<file path="src/rtl/dma_eot_pkg.sv">
package dma_eot_pkg;

    typedef struct packed {
        logic dir_out;
        logic short_eot;
        logic cnt_eot;
        logic enable;
    } dma_cfg_t;

    typedef struct packed {
        logic disabled;
        logic short_pkt;
        logic counter;
    } eot_stat_t;

    localparam int WORD_BYTES = 2;

    function automatic logic [1:0] beat_bytes(input logic odd_tail);
        return odd_tail ? 2'd1 : 2'd2;
    endfunction

endpackage

</file>
<file path="src/rtl/dma_word_counter.sv">
module dma_word_counter #(
    parameter int CW = 16
) (
    input  logic          clk,
    input  logic          rst,
    input  logic          load,
    input  logic [CW-1:0] load_val,
    input  logic          beat,
    input  logic          limited,
    output logic [1:0]    be,
    output logic [1:0]    bytes,
    output logic          last,
    output logic          exhausted
);
    import dma_eot_pkg::*;

    localparam logic [CW-1:0] STEP = CW'(WORD_BYTES);

    logic [CW-1:0] rem_q;
    logic          odd_tail;

    always_ff @(posedge clk) begin
        if (rst)
            rem_q <= '0;
        else if (load)
            rem_q <= load_val;
        else if (beat)
            rem_q <= (rem_q > STEP) ? rem_q - STEP : '0;
    end

    always_comb begin
        odd_tail  = (rem_q == CW'(1));
        be        = odd_tail ? 2'b01 : 2'b11;
        bytes     = beat_bytes(odd_tail);
        last      = (rem_q != '0) && (rem_q <= STEP);
        exhausted = limited && (rem_q == '0);
    end
endmodule

</file>
<file path="src/rtl/dma_addr_gen.sv">
module dma_addr_gen #(
    parameter int AW = 32
) (
    input  logic          clk,
    input  logic          rst,
    input  logic          load,
    input  logic [AW-1:0] base,
    input  logic          beat,
    output logic [AW-1:0] addr
);
    import dma_eot_pkg::*;

    always_ff @(posedge clk) begin
        if (rst)
            addr <= '0;
        else if (load)
            addr <= base;
        else if (beat)
            addr <= addr + AW'(WORD_BYTES);
    end
endmodule

</file>
<file path="src/rtl/dma_pkt_fill.sv">
module dma_pkt_fill #(
    parameter int MPS = 64
) (
    input  logic       clk,
    input  logic       rst,
    input  logic       clear,
    input  logic       beat,
    input  logic [1:0] bytes,
    output logic       mid_after
);
    localparam int PW = $clog2(MPS) + 1;

    logic [PW-1:0] fill_q, sum, fill_nx;

    always_comb begin
        sum       = fill_q + PW'(bytes);
        fill_nx   = (sum >= PW'(MPS)) ? sum - PW'(MPS) : sum;
        mid_after = (fill_nx != '0);
    end

    always_ff @(posedge clk) begin
        if (rst || clear)
            fill_q <= '0;
        else if (beat)
            fill_q <= fill_nx;
    end
endmodule

</file>
<file path="src/rtl/dma_eot_arbiter.sv">
module dma_eot_arbiter (
    input  logic cnt_eot,
    input  logic short_eot,
    input  logic dir_out,
    input  logic beat,
    input  logic ep_short,
    input  logic last,
    input  logic mid_after,
    output logic cnt_hit,
    output logic short_hit,
    output logic flush
);
    logic short_out, short_in;

    always_comb begin
        cnt_hit   = cnt_eot && beat && last;
        short_out = short_eot && dir_out && beat && ep_short;
        short_in  = short_eot && !dir_out && beat && last;
        short_hit = short_out || short_in;
        flush     = short_in && mid_after;
    end
endmodule

</file>
<file path="src/rtl/dma_eot_engine.sv">
module dma_eot_engine
    import dma_eot_pkg::*;
#(
    parameter int AW  = 32,
    parameter int CW  = 16,
    parameter int MPS = 64
) (
    input  logic          clk,
    input  logic          rst,
    input  logic          cfg_wr,
    input  logic [3:0]    cfg_wdata,
    input  logic          cnt_wr,
    input  logic [CW-1:0] cnt_wdata,
    input  logic          base_wr,
    input  logic [AW-1:0] base_wdata,
    input  logic          stat_clr_wr,
    input  logic [2:0]    stat_clr_data,
    input  logic          ep_req,
    input  logic          ep_short,
    output logic          ep_ack,
    output logic          ep_flush,
    output logic          mem_req,
    input  logic          mem_ack,
    output logic [AW-1:0] mem_addr,
    output logic [1:0]    mem_be,
    output logic          busy,
    output logic [2:0]    status,
    output logic          irq
);
    dma_cfg_t      cfg_q, cfg_in;
    eot_stat_t     stat_q, stat_set, stat_clr;
    logic [CW-1:0] count_q;
    logic [AW-1:0] base_q;
    logic          start, beat, limited, exhausted, last, mid_after;
    logic          cnt_hit, short_hit, flush, eot, dis_evt;
    logic [1:0]    bytes;

    assign cfg_in = dma_cfg_t'(cfg_wdata);

    always_comb begin
        start    = cfg_wr && cfg_in.enable && !cfg_q.enable;
        limited  = cfg_q.cnt_eot || (cfg_q.short_eot && !cfg_q.dir_out);
        mem_req  = cfg_q.enable && ep_req && !exhausted;
        beat     = mem_req && mem_ack;
        ep_ack   = beat;
        eot      = cnt_hit || short_hit;
        dis_evt  = cfg_wr && !cfg_in.enable && cfg_q.enable && !eot;
        stat_set = '{disabled: dis_evt, short_pkt: short_hit, counter: cnt_hit};
        stat_clr = stat_clr_wr ? eot_stat_t'(stat_clr_data) : '0;
        busy     = cfg_q.enable;
        status   = stat_q;
    end

    dma_word_counter #(.CW(CW)) u_cnt (
        .clk(clk), .rst(rst), .load(start), .load_val(count_q), .beat(beat),
        .limited(limited), .be(mem_be), .bytes(bytes), .last(last),
        .exhausted(exhausted)
    );

    dma_addr_gen #(.AW(AW)) u_addr (
        .clk(clk), .rst(rst), .load(start), .base(base_q), .beat(beat),
        .addr(mem_addr)
    );

    dma_pkt_fill #(.MPS(MPS)) u_fill (
        .clk(clk), .rst(rst), .clear(start), .beat(beat), .bytes(bytes),
        .mid_after(mid_after)
    );

    dma_eot_arbiter u_arb (
        .cnt_eot(cfg_q.cnt_eot), .short_eot(cfg_q.short_eot),
        .dir_out(cfg_q.dir_out), .beat(beat), .ep_short(ep_short),
        .last(last), .mid_after(mid_after), .cnt_hit(cnt_hit),
        .short_hit(short_hit), .flush(flush)
    );

    always_ff @(posedge clk) begin
        if (rst) begin
            cfg_q    <= '0;
            count_q  <= '0;
            base_q   <= '0;
            stat_q   <= '0;
            irq      <= 1'b0;
            ep_flush <= 1'b0;
        end else begin
            if (cfg_wr)
                cfg_q <= cfg_in;
            if (eot)
                cfg_q.enable <= 1'b0;
            if (cnt_wr)
                count_q <= cnt_wdata;
            if (base_wr)
                base_q <= base_wdata;
            stat_q   <= (stat_q & ~stat_clr) | stat_set;
            irq      <= eot;
            ep_flush <= flush;
        end
    end
endmodule

</file>
<file path="config.mk">
export PLATFORM = sky130hd
export DESIGN_NAME = dma_eot_engine
export DESIGN_NICKNAME = d
export VERILOG_FILES = /design/src/rtl/dma_eot_pkg.sv /design/src/rtl/dma_word_counter.sv /design/src/rtl/dma_addr_gen.sv /design/src/rtl/dma_pkt_fill.sv /design/src/rtl/dma_eot_arbiter.sv /design/src/rtl/dma_eot_engine.sv
export SDC_FILE = /design/constraint.sdc
export NUM_CORES = 1
export LEC_CHECK = 0
export BUFFER_PORTS_ARGS = -buffer_cell sky130_fd_sc_hd__buf_2
export CORE_UTILIZATION = 45
export CTS_BUF_LIST = sky130_fd_sc_hd__clkbuf_16
export CTS_CLUSTER_DIAMETER = 50
export DETAILED_ROUTE_END_ITERATION = 12
export PLACE_DENSITY = 0.75
export SYNTH_ARGS = -nofsm -noshare
export SYNTH_HDL_FRONTEND = slang
export SYNTH_HIERARCHICAL = 1
export SYNTH_SLANG_ARGS = --single-unit
</file>
<file path="constraint.sdc">
create_clock -name clk -period 3.6 [get_ports clk]
set_clock_uncertainty 0.15 [all_clocks]
set_input_delay 0.18 -clock clk [delete_from_list [all_inputs] [get_ports clk]]
set_output_delay 0.18 -clock clk [all_outputs]
set_load 0.005 [all_outputs]
</file>
==> run_results.csv <==
group,metric,value,unit
placement,dp_hpwl,9.66,mm
timing,worst_pin_slew,974,ps
floorplan,fp.dieH,114,µm
yosys,syn-cell-area,5660,µm²
detailed_routing,ant_nets,0,
placement,gp_congestion,0.899,
yosys,yosysUniqueCellTypes,66,
critical_path,crit_buf_inv,2,
clock_tree,root_buffer,"clkbuf_16",
global_routing,grt_pass1_wl,23.2,mm
global_routing,grt_overflow,0,
detailed_routing,wire_per_inst,15.4,µm
critical_path,slowest_stage,"or4_4",
clock_tree,clkTransAtPathRegs,70,ps
critical_path,crit_chain,"or4_4 -> or3_4 -> nor2_1 -> and3_1 -> nor3b_2 -> buf_4 -> nand2_1 -> nor2_1 -> or3_4 -> o2bb2ai_2 -> dlygate4sd3_1",
clock_tree,cts_tree,"done",
critical_path,crit_type,"reg -> reg",
hold_path,hp-class,"in -> reg",
outcome,status,"finished, final reports clean",
power,ir_drop,0.367,mV
critical_path,worstPathArrival,3620,ps
floorplan,die-area,13000,µm²
placement,io_buffers,104,
clock_tree,htreeDepth,3,
clock_tree,cts_sinks,111,
final_layout,drive_above_1_share,0.193,
floorplan,die_x,114,µm
timing,timing.final.ws_setup,136,ps
detailed_routing,viasPerCell,5.55,
clock_tree,ctsLongestPathBuffers,2,
global_routing,grt_usage,0.223,
final_layout,n_antenna_cell,0,
timing,finalSetupViolations,0,
floorplan,io-pin-count,106,
timing,maxSlewViolCount,0,
yosys,yosys_warnings,6,
timing,slew_headroom,0.351,
yosys,syn_area_per_cell,9.03,µm²
floorplan,num_rows,40,
timing,period_share,0.962,
floorplan,floorplan.initialDensity,0.467,
final_layout,syn_to_final_growth,23.0,%
global_routing,grt_pass1_vias,4992,
power,powerDensity,393,nW/µm²
yosys,seq_area_frac_synth,0.393,
timing,finalCriticalPeriod,3460,ps
timing,finalSetupTns,0,ps
critical_path,crit_family,"simple AND/OR/NAND/NOR gates",
critical_path,cp.required,3750,ps
timing,grt_setup_unrepaired,"false",
yosys,synthArstFlopShare,0,
yosys,synth_cells,627,
global_routing,grt_max_degree,57,
job,maxCapViolCount,0,
yosys,synth_nets,696,
critical_path,slowest_delay,570,ps
critical_path,cp-start-kind,"register",
detailed_routing,dr.pass1.iters,5,
detailed_routing,drt_wl_total,14.3,mm
critical_path,worst_setup_path_end_kind,"register",
detailed_routing,num_vias,5164,
final_layout,final_nets,827,
yosys,ys_ff_latch,111,
power,p_leak,0.00291,µW
global_routing,antenna_found_initial,0,
detailed_routing,drc,0,
detailed_routing,drtIter0Drc,265,
yosys,synth-edff-count,0,
placement,dpl_worst_slack,262,ps
clock_tree,numCtsBuffers,9,
timing,hold_violations,0,
critical_path,cp_max_fo,15,
clock_tree,insertion_delay,360,ps
yosys,synth_ff_type,"dfxtp_1",
timing,fmax,289,MHz
floorplan,core,12100,µm²
## worst min-delay path, stage by stage
cell and delay (ps):
buf_2 170, mux2i_1 90, nor2_1 70
## metrics by stage
stage          instance area [µm²]  hold WS, ps   util  power, µW  std cells
3_3_place_gp                  6150          265  0.508       1770        860
3_5_place_dp                  6150          273  0.508       1790        860
6_report                      6960         32.3  0.575       2740        930
5_1_grt                       6960         41.5  0.575       2860        930
4_1_cts                       6960         22.2  0.575       2760        930
2_1_floorplan                 5660          109      -       1680        627
## path summary, 6_finish.rpt
path	start	end	slack [ps]	cells after the start
worst min register to register	base_q[1]	u_addr/addr[1]	320	2
worst min-delay path	cfg_wr	cfg_q[3]	30	3
worst max register to register	u_cnt/rem_q[5]	status[2]	140	11
worst max-delay path	u_cnt/rem_q[5]	status[2]	140	11
## metal layers
| metal | share of wire | wire (µm) | track usage |
|---|---|---|---|
| met1 | 0.42 | 6030 | 0.256 |
| met2 | 0.50 | 7180 | 0.389 |
| met3 | 0.063 | 901 | 0.0731 |
| met4 | 0.015 | 214 | 0.0701 |
| met5 | 0 | 0 | 0 |
## repair_timing
| action | in CTS | in global routing |
|---|---|---|
| buffers inserted | 0 | 0 |
| hold buffers | 55 | 0 |
| hold endpoints to repair | 53 | 0 |
| gates resized for setup | 0 | 0 |
| endpoints found under the setup margin | 0 | 0 |
## registers in the layout, summed over array words and instances (netlist names)
name / count
base_q: 32
busy: 1
cfg_q: 3
count_q: 16
ep_flush: 1
irq: 1
status: 3
u_addr/addr: 32
u_cnt/rem_q: 16
u_fill/fill_q: 6
## area by class of cell
class                   count  area, µm²
flip-flops and latches    111       2220
multi-input cells         451       3070
repair buffers            166       1130
clock buffers               9        225
clock inverters             6       37.5
well taps                 168        210
inverters                  19       71.3
fillers                  1090       5150
## synth_stat cells (9+ instances only)
cell type	instances	area, µm²
dfxtp_1	111	2220
nor2_1	93	349
mux2i_1	58	581
nand2_1	28	105
clkbuf_1	22	82.6
nand3_1	21	105
inv_1	19	71.3
nand4_1	16	100
a211oi_1	14	105
a21oi_1	14	70.1
nor4_1	12	75.1
o21ai_0	12	60.1
xor2_1	12	105
buf_2	11	55.1
a311oi_1	10	87.6
and3_1	10	62.6
o31ai_1	9	67.6
or3_1	9	56.3
## cells by family (layout without fill, tap and decap cells)
family	count (synthesis)	count (layout)	synth area share
other	1	1	0.000663
buffers and inverters	65	200	0.0670
and+or+nand+nor	263	263	0.249
xor gates and xnor gates	17	17	0.0263
muxes	58	58	0.103
AOI/OAI and AO/OA	107	107	0.149
DFF	111	111	0.393
adders and majority gates	5	5	0.0124
## cell usage in the layout (no fill, tap or decap), types with 5 or more instances in the layout
| master | n |
|---|---|
| dfxtp_1 | 111 |
| nor3_1 | 8 |
| clkbuf_16 | 9 |
| dlygate4sd3_1 | 55 |
| a221oi_1 | 5 |
| nand2_1 | 28 |
| xor2_1 | 12 |
| or3_1 | 9 |
| o31ai_1 | 9 |
| nor4_1 | 12 |
| and2_1 | 5 |
| a311oi_1 | 10 |
| a211oi_1 | 14 |
| a21oi_1 | 14 |
| nor2_1 | 92 |
| nand2b_1 | 7 |
| buf_2 | 103 |
| nor4b_1 | 5 |
| and3_1 | 10 |
| nand3_1 | 21 |
| buf_4 | 8 |
| or4_1 | 6 |
| and4_1 | 8 |
| nand4_1 | 16 |
| inv_1 | 19 |
| a2111oi_0 | 5 |
| xnor2_1 | 5 |
| nor3b_1 | 5 |
| o21ai_0 | 12 |
| nor2b_1 | 5 |
| mux2i_1 | 58 |
## report_power, final
part           leakage [µW]  switching, µW  internal, µW  total (µW)
combinational       0.00187            231           217         449
clock              0.000127            461           464         925
sequential         0.000911           68.0          1300        1360
total               0.00291            761          1980        2740
(Power assumes the default switching activity.)
